[config.mk]
export PLATFORM = sky130hd
export DESIGN_NAME = prog_sequencer
export DESIGN_NICKNAME = d
export VERILOG_FILES = /design/src/rtl/seq_pkg.sv /design/src/rtl/seq_phase_gen.sv /design/src/rtl/seq_pin_sync.sv /design/src/rtl/seq_decode.sv /design/src/rtl/seq_restart_fsm.sv /design/src/rtl/seq_addr_ctr.sv /design/src/rtl/prog_sequencer.sv
export SDC_FILE = /design/constraint.sdc
export NUM_CORES = 1
export LEC_CHECK = 0
export ABC_CLOCK_PERIOD_IN_PS = 1900
export CORE_MARGIN = 2
export CORE_UTILIZATION = 45
export CTS_BUF_LIST = sky130_fd_sc_hd__clkbuf_2 sky130_fd_sc_hd__clkbuf_4 sky130_fd_sc_hd__clkbuf_8
export CTS_CLUSTER_SIZE = 16
export DETAILED_ROUTE_END_ITERATION = 7
export DONT_BUFFER_PORTS = 1
export PLACE_DENSITY = 0.58
export SLEW_MARGIN = 15
export SYNTH_ARGS = -nofsm -noshare
export SYNTH_HDL_FRONTEND = slang
export SYNTH_SLANG_ARGS = --single-unit
export TNS_END_PERCENT = 100
[constraint.sdc]
create_clock -name clk -period 1.9 [get_ports clk]
set_clock_uncertainty 0.15 [all_clocks]
set_input_delay 0.19 -clock clk [delete_from_list [all_inputs] [get_ports clk]]
set_output_delay 0.19 -clock clk [all_outputs]
set_load 0.01 [all_outputs]
[src/rtl/seq_pkg.sv]
package seq_pkg;

    // Control states of the restart sequencing
    typedef enum logic [1:0] {
        ST_RUN        = 2'd0,
        ST_DRAIN_CODE = 2'd1,
        ST_DRAIN_PIN  = 2'd2
    } restart_state_e;

    // Restart causes seen in the current instruction
    typedef struct packed {
        logic code_hit;
        logic pin_req;
        logic aligned;
    } restart_cause_t;

endpackage

[src/rtl/seq_phase_gen.sv]
module seq_phase_gen #(
    parameter int DIV = 16
) (
    input  logic clk,
    input  logic rst_n,
    output logic phase_first,
    output logic phase_last,
    output logic cyc_clk
);
    localparam int CNT_W = $clog2(DIV);
    localparam int HALF  = DIV / 2;

    logic [CNT_W-1:0] cnt_q;

    always_ff @(posedge clk) begin
        if (!rst_n) begin
            cnt_q <= '0;
        end else if (cnt_q == CNT_W'(DIV - 1)) begin
            cnt_q <= '0;
        end else begin
            cnt_q <= cnt_q + 1'b1;
        end
    end

    always_comb begin
        phase_first = (cnt_q == '0);
        phase_last  = (cnt_q == CNT_W'(DIV - 1));
        cyc_clk     = rst_n && (cnt_q >= CNT_W'(HALF));
    end

endmodule

[src/rtl/seq_pin_sync.sv]
module seq_pin_sync #(
    parameter int STAGES = 2
) (
    input  logic clk,
    input  logic rst_n,
    input  logic pin_n,
    output logic req
);
    logic [STAGES-1:0] chain_q;

    generate
        if (STAGES == 1) begin : g_single
            always_ff @(posedge clk) begin
                if (!rst_n) chain_q <= '1;
                else        chain_q <= pin_n;
            end
        end else begin : g_multi
            always_ff @(posedge clk) begin
                if (!rst_n) chain_q <= '1;
                else        chain_q <= {chain_q[STAGES-2:0], pin_n};
            end
        end
    endgenerate

    assign req = ~chain_q[STAGES-1];

endmodule

[src/rtl/seq_decode.sv]
module seq_decode
    import seq_pkg::*;
#(
    parameter int                CTRL_W   = 4,
    parameter logic [CTRL_W-1:0] EOP_CODE = 4'hA,
    parameter int                ALIGN_B  = 2
) (
    input  logic [CTRL_W-1:0]  ctrl,
    input  logic [ALIGN_B-1:0] addr_low,
    input  logic               pin_req,
    output restart_cause_t     cause
);
    always_comb begin
        cause.code_hit = (ctrl == EOP_CODE);
        cause.pin_req  = pin_req;
        cause.aligned  = (addr_low == '0);
    end

endmodule

[src/rtl/seq_restart_fsm.sv]
module seq_restart_fsm
    import seq_pkg::*;
#(
    parameter int PIPE = 4
) (
    input  logic           clk,
    input  logic           rst_n,
    input  logic           step,
    input  restart_cause_t cause,
    output logic           wrap_now,
    output logic           pull,
    output logic           err
);
    localparam int REM_W = $clog2(PIPE);

    restart_state_e   state_q, state_nx;
    logic [REM_W-1:0] rem_q, rem_nx;
    logic             err_q, err_nx;

    // state register
    always_ff @(posedge clk) begin
        if (!rst_n) begin
            state_q <= ST_RUN;
            rem_q   <= '0;
            err_q   <= 1'b0;
        end else begin
            state_q <= state_nx;
            rem_q   <= rem_nx;
            err_q   <= err_nx;
        end
    end

    // next state
    always_comb begin
        state_nx = state_q;
        rem_nx   = rem_q;
        err_nx   = err_q;
        if (step) begin
            unique case (state_q)
                ST_RUN: begin
                    if (cause.code_hit) begin
                        if (cause.aligned) begin
                            state_nx = ST_DRAIN_CODE;
                            rem_nx   = REM_W'(PIPE - 1);
                        end else begin
                            err_nx = 1'b1;
                        end
                    end else if (cause.pin_req) begin
                        if (cause.aligned) begin
                            state_nx = ST_DRAIN_PIN;
                            rem_nx   = REM_W'(PIPE - 1);
                        end else begin
                            err_nx = 1'b1;
                        end
                    end
                end
                ST_DRAIN_CODE, ST_DRAIN_PIN: begin
                    if (cause.code_hit && !cause.aligned) err_nx = 1'b1;
                    if (rem_q == REM_W'(1)) begin
                        state_nx = ST_RUN;
                        rem_nx   = '0;
                    end else begin
                        rem_nx = rem_q - 1'b1;
                    end
                end
                default: begin
                    state_nx = ST_RUN;
                    rem_nx   = '0;
                end
            endcase
        end
    end

    // outputs
    always_comb begin
        wrap_now = 1'b0;
        pull     = 1'b0;
        unique case (state_q)
            ST_RUN: ;
            ST_DRAIN_CODE: begin
                pull     = 1'b1;
                wrap_now = step && (rem_q == REM_W'(1));
            end
            ST_DRAIN_PIN: begin
                wrap_now = step && (rem_q == REM_W'(1));
            end
            default: ;
        endcase
        err = err_q;
    end

endmodule

[src/rtl/seq_addr_ctr.sv]
module seq_addr_ctr #(
    parameter int DEPTH = 192
) (
    input  logic                     clk,
    input  logic                     rst_n,
    input  logic                     step,
    input  logic                     wrap_req,
    output logic [$clog2(DEPTH)-1:0] addr,
    output logic                     pass_done
);
    localparam int AW = $clog2(DEPTH);

    logic [AW-1:0] addr_q;
    logic          pass_q;
    logic          at_end;

    assign at_end = (addr_q == AW'(DEPTH - 1));

    always_ff @(posedge clk) begin
        if (!rst_n) begin
            addr_q <= '0;
            pass_q <= 1'b0;
        end else if (step) begin
            if (wrap_req || at_end) begin
                addr_q <= '0;
                pass_q <= 1'b1;
            end else begin
                addr_q <= addr_q + 1'b1;
                pass_q <= 1'b0;
            end
        end else begin
            pass_q <= 1'b0;
        end
    end

    assign addr      = addr_q;
    assign pass_done = pass_q;

endmodule

[src/rtl/prog_sequencer.sv]
module prog_sequencer
    import seq_pkg::*;
#(
    parameter int                DEPTH       = 192,
    parameter int                DIV         = 16,
    parameter int                PIPE        = 4,
    parameter int                CTRL_W      = 4,
    parameter logic [CTRL_W-1:0] EOP_CODE    = 4'hA,
    parameter int                SYNC_STAGES = 2
) (
    input  logic                     clk,
    input  logic                     rst_n,
    input  logic                     ext_rst_n,
    input  logic [CTRL_W-1:0]        instr_ctrl,
    output logic [$clog2(DEPTH)-1:0] fetch_addr,
    output logic                     fetch_strobe,
    output logic                     cyc_clk,
    output logic                     eop_pull,
    output logic                     pass_done,
    output logic                     align_err
);
    localparam int ALIGN_B = $clog2(PIPE);

    logic           phase_last;
    logic           pin_req;
    logic           wrap_now;
    restart_cause_t cause;

    seq_phase_gen #(.DIV(DIV)) u_phase (
        .clk         (clk),
        .rst_n       (rst_n),
        .phase_first (fetch_strobe),
        .phase_last  (phase_last),
        .cyc_clk     (cyc_clk)
    );

    seq_pin_sync #(.STAGES(SYNC_STAGES)) u_sync (
        .clk   (clk),
        .rst_n (rst_n),
        .pin_n (ext_rst_n),
        .req   (pin_req)
    );

    seq_decode #(
        .CTRL_W   (CTRL_W),
        .EOP_CODE (EOP_CODE),
        .ALIGN_B  (ALIGN_B)
    ) u_decode (
        .ctrl     (instr_ctrl),
        .addr_low (fetch_addr[ALIGN_B-1:0]),
        .pin_req  (pin_req),
        .cause    (cause)
    );

    seq_restart_fsm #(.PIPE(PIPE)) u_fsm (
        .clk      (clk),
        .rst_n    (rst_n),
        .step     (phase_last),
        .cause    (cause),
        .wrap_now (wrap_now),
        .pull     (eop_pull),
        .err      (align_err)
    );

    seq_addr_ctr #(.DEPTH(DEPTH)) u_addr (
        .clk       (clk),
        .rst_n     (rst_n),
        .step      (phase_last),
        .wrap_req  (wrap_now),
        .addr      (fetch_addr),
        .pass_done (pass_done)
    );

endmodule

==> metrics.txt, run 1 <==
outcome complete, no violations; Tightest Pin Transition 0.449 ns; Crit Path Category flop to flop; FILL cells 204; pre-CTS setup slack 0.106 ns; CP Max Fanout 7; remaining antenna violation count after routing 0; chip width 50.6 microns; top_reg_cell synth dfxtp_1; power per cell area 597 mW/mm^2; leading area contributor after synthesis dfxtp_1; slew margin rel. 70.0%; Die Span Y 50.6 microns; top cell type's share of synthesized area 41.0%; Max Fclk 590 MHz; register bit total from synthesis 20; Post-Route WL 1.73 mm; worst hold slack 0.160 ns; initial antenna violation count 0; FF-to-FF setup slack 0.20 ns; clock tree sinks 20; Rows 16; yosys warns 0; global route overflow 0; drt pass-1 iters 4; Arr. time, crit path 1.78 ns; Hold Path Depth 3; Tot GR Track Use 16.2%; H-tree depth 1; number of vias per cell 5.30; CP Launch Type flop; number of port buffers 0; Tmin final 1.70 ns; Core ar. 0.00200 sq mm; cts bufs inserted 3; count leader, synth dfxtp_1; reg-to-reg endpoint u_addr.addr[0]; DP HPWL 1.32 mm; Die Area 0.00256 sq mm; post-CTS setup buffers 0; Clock Latency Late Sink 0.29 ns; WP data required 1.98 ns; synth cell count leaders dfxtp_1, inv_1, nand2_1, nor2_1, ha_1; leakage 0.448 nW; clk slew on worst S/H paths 0.11 ns; starting density of the core 48.8%; Netlist cell types 32; FFs w/ async S/R, synth 0%; final hold vios 0; EDFF count, synth 0; VDD IR-drop max 0.386 mV; Syn Inst Count 110; setup_tns 0 ns; area grow syn2layout 13.5%; switching share of power 21.7%; CP max stage delay 0.39 ns; initial detailed-routing violation count 12; cells on worst reg2reg path 5; vias 784; Tot Pwr 0.661 mW; TritonCTS clock tree done; post-route cell area 0.00111 sq mm; Setup crit end kind flop; DR DRC count 0; Comb power frac 5.6%; fin. max-slew vios 0; Syn Nets 125; fin crit share 89.3%; routed length per instance 11.7 microns; Mapped Area 976 sq um; fraction of layout cells with a size suffix above 1 9.92%; MaxCap Viol Count 0; Flop pwr share 65.3%; Nets 138; RSZ-0062 raised after global routing no; Final WS setup 0.204 ns; RePlAce Congestion 0.834; area occupied by multi-input gates 527 sq um; number of diodes 0; CTS Root Cell clkbuf_4; worst hold start instr_ctrl[0]; top cells by area, synth dfxtp_1, ha_1, inv_1; largest net degree at the start of global routing 16; reg-to-reg startpoint u_fsm.state_q[0]; register area 400 sq um; hold endpoint u_fsm.state_q[0]; sequential cell area fraction in the yosys report 41.0%; CP max stage cell dfxtp_1; number of global-route vias before repair 717; clock share of power 29.1%; Switch Pwr 0.144 mW; Bufs on Longest Clock Path 2; Ports 20; first-pass GRT wire length 3.16 mm; P_int 0.518 mW; CP Cell Sequence inv_1 > ha_1 > a22oi_1 > o21ai_2 > a21oi_1; final-report setup violation count 0; syn_area_per_cell 8.87 sq um; Placed Area 0.00105 sq mm; worst min path class input pin to flop
placed cells by master, fill, tap and decap left out, types with 4 or more instances in the layout:
master    n
nor2_1   10
buf_4     7
a21oi_1   4
nand3_1   4
inv_1    11
nand2_1  10
dfxtp_1  20
xor2_1    4
ha_1      8
and3_1    4
worst max path at each step:
stage,depth (start not counted),end,from
CTS,5,u_addr.addr[5],u_fsm.state_q[0]
global route,5,u_addr.addr[4],u_fsm.state_q[0]
detailed placement,5,u_addr.addr[5],u_fsm.state_q[0]
finish,5,u_addr.addr[0],u_fsm.state_q[0]
global placement,5,u_addr.addr[0],u_fsm.state_q[0]
floorplan,6,u_fsm.rem_q[1],u_phase.cnt_q[0]
critical path: cells and delay by family (launching register included):
kind / cells / cell delay, ns
flip-flops: 1 / 0.39
AO/OA/AOI/OAI: 3 / 0.67
buffers and inverters: 1 / 0.06
adder cells (fa/ha/maj): 1 / 0.37
per-stage QoR:
step,std cells,util [%]
2_1_floorplan,110,-
4_1_cts,147,54.6
6_report,148,55.3
3_3_place_gp,142,52.5
5_1_grt,148,55.3
3_5_place_dp,142,52.5
kinds of logic after synthesis:
kind of cell / count (synthesis) / synth area share [%]
buffers and inverters: 13 / 5.38
flip-flops: 20 / 41.0
AO/OA/AOI/OAI: 14 / 10.0
adder cells (fa/ha/maj): 8 / 10.3
multiplexers: 2 / 2.05
AND/OR/NAND/NOR: 46 / 25.0
XOR/XNOR: 7 / 6.28
routing by layer:
metal	GRT usage (%)	wire, microns
met5	0	0
met2	26.8	862
met3	2.68	59
met4	6.76	15
met1	20.7	792
cell type report:
cell class                 instances  share of cell area [%]
inverter                          11                    3.73
multi-input combinational         77                    47.6
sequential                        20                    36.2
timing repair buffer              10                    7.46
clock buffer                       3                    2.03
tap                               27                    3.05
registers in the layout, summed over array words and instances (netlist names):
| name | cells |
|---|---|
| u_fsm.state_q | 2 |
| u_sync.chain_q | 2 |
| u_phase.cnt_q | 4 |
| u_fsm.rem_q | 2 |
| u_addr.pass_done | 1 |
| u_addr.addr | 8 |
| u_fsm.err | 1 |
power by group through the flow:
stage / clock [mW] / sequential (mW) / combinational [mW]
2_1_floorplan: 0 / 0.440 / 0.0257
3_3_place_gp: 0 / 0.441 / 0.0286
3_5_place_dp: 0 / 0.441 / 0.0284
4_1_cts: 0.200 / 0.432 / 0.0352
5_1_grt: 0.218 / 0.433 / 0.0424
6_report: 0.193 / 0.432 / 0.0367
timing repair:
item,in CTS,in global routing
endpoints found under the setup margin,0,7
gates resized for setup,0,1
hold buffers,2,1
hold endpoints to repair,13,7
Power figures use the tool's default switching activity.
==> run 2: changes to the inputs <==
ABC_CLOCK_PERIOD_IN_PS = 2000   (was 1900)
CTS_CLUSTER_DIAMETER = 30   (was default)
clock period = 2 ns   (was 1.9 ns; I/O delays follow)
==> metrics.txt, run 2 (same netlist as run 1, synthesis figures left out) <==
first-pass GRT wire length 3.16 mm; most common cell after layout, fill and taps aside dfxtp_1; WP data required 2.07 ns; Tmin final 1.71 ns; Die Area 0.00256 sq mm; worst min path class input pin to flop; FF-to-FF setup slack 0.29 ns; clock tree sinks 20; fin crit share 85.3%; Max Fclk 586 MHz; fin. max-slew vios 0; power per cell area 576 mW/mm^2; Arr. time, crit path 1.78 ns; remaining antenna violation count after routing 0; reg-to-reg endpoint u_fsm.rem_q[1]; final hold vios 0; leakage 0.433 nW; Clock Latency Late Sink 0.29 ns; slew margin rel. 69.1%; fraction of layout cells with a size suffix above 1 7.63%; number of vias per cell 5.09; Ports 20; Rows 16; DR DRC count 0; initial antenna violation count 0; Post-Route WL 1.80 mm; vias 738; CP Launch Type flop; Tot GR Track Use 16.2%; Hold Path Depth 3; MaxCap Viol Count 0; CTS Root Cell clkbuf_4; clk slew on worst S/H paths 0.10 ns; cts bufs inserted 3; cells on worst reg2reg path 6; most frequent cells in the layout dfxtp_1, inv_1, nor2_1, nand2_1, ha_1; worst hold start rst_n; Tot Pwr 0.622 mW; chip width 50.6 microns; Core ar. 0.00200 sq mm; TritonCTS clock tree done; VDD IR-drop max 0.294 mV; Crit Path Category flop to flop; Setup crit end kind flop; H-tree depth 1; initial detailed-routing violation count 21; Die Span Y 50.6 microns; routed length per instance 12.4 microns; number of port buffers 0; final-report setup violation count 0; starting density of the core 48.8%; DP HPWL 1.33 mm; outcome complete, no violations; number of diodes 0; Nets 135; post-CTS resize count 0; Bufs on Longest Clock Path 2; max reg flops 8; drt pass-1 iters 4; hold endpoint u_addr.addr[0]; CP Max Fanout 7; area grow syn2layout 10.5%; RePlAce Congestion 0.783; RSZ-0062 raised after global routing no; setup_tns 0 ns; global route overflow 0; largest net degree at the start of global routing 16; number of global-route vias before repair 706; FILL cells 201; reg-to-reg startpoint u_fsm.state_q[0]; Tightest Pin Transition 0.462 ns
==> run 2: cell type report <==
class / instances / area, sq um / area share (%)
clock buffer: 3 / 22.5 / 2.09
inverter: 11 / 41.3 / 3.83
multi-input combinational: 77 / 523 / 48.5
sequential: 20 / 400 / 37.1
tap: 27 / 33.8 / 3.13
timing repair buffer: 7 / 57.6 / 5.34
==> run 2: what timing repair did <==
action / 4_1_cts / 5_1_grt
hold buffers: 2 / 0
setup buffers: 0 / 0
endpoints found under the hold margin: 13 / 0
==> run 2: how the worst max path moves through the flow <==
stage                           from        endpoint  slack, ns
detailed placement  u_fsm.state_q[0]  u_fsm.rem_q[1]       0.29
finish              u_fsm.state_q[0]  u_fsm.rem_q[1]       0.29
global route        u_fsm.state_q[0]  u_fsm.rem_q[1]       0.15
floorplan           u_phase.cnt_q[0]  u_fsm.rem_q[1]       0.40
CTS                 u_fsm.state_q[0]  u_fsm.rem_q[1]       0.27
global placement    u_fsm.state_q[0]  u_addr.addr[0]       0.31
==> run 2: power breakdown <==
part	total [mW]	switching, mW	internal [mW]
clock	0.177	0.107	0.0700
sequential	0.410	0.00502	0.405
combinational	0.0343	0.0180	0.0163
==> run 2: per-layer routing <==
metal  vias to the layer above  global-route usage [%]  part of all wire, %
met1                       334                    21.3                   48
met4                         0                    8.11                 0.72
li1                        387                       -                    -
met2                        15                    25.4                   48
met5                         -                       0                    0
met3                         2                    2.98                  3.8
==> run 2: through the flow <==
| step | setup WS, ns | instance area [sq um] | hold slack, ns | instances | util, % |
|---|---|---|---|---|---|
| 2_1_floorplan | 0.401 | 976 | 0.123 | 110 | - |
| 3_3_place_gp | 0.312 | 1040 | 0.130 | 140 | 51.7 |
| 3_5_place_dp | 0.285 | 1040 | 0.135 | 140 | 51.7 |
| 4_1_cts | 0.271 | 1080 | 0.0406 | 145 | 53.9 |
| 5_1_grt | 0.153 | 1080 | 0.0691 | 145 | 53.9 |
| 6_report | 0.294 | 1080 | 0.0512 | 145 | 53.9 |
==> run 2: critical path, cell delays in order, from the launching register on <==
cell      delay [ns]
dfxtp_1         0.39
inv_1           0.06
ha_1            0.28
inv_1           0.10
o221ai_2        0.14
or3_1           0.37
a21boi_1        0.16
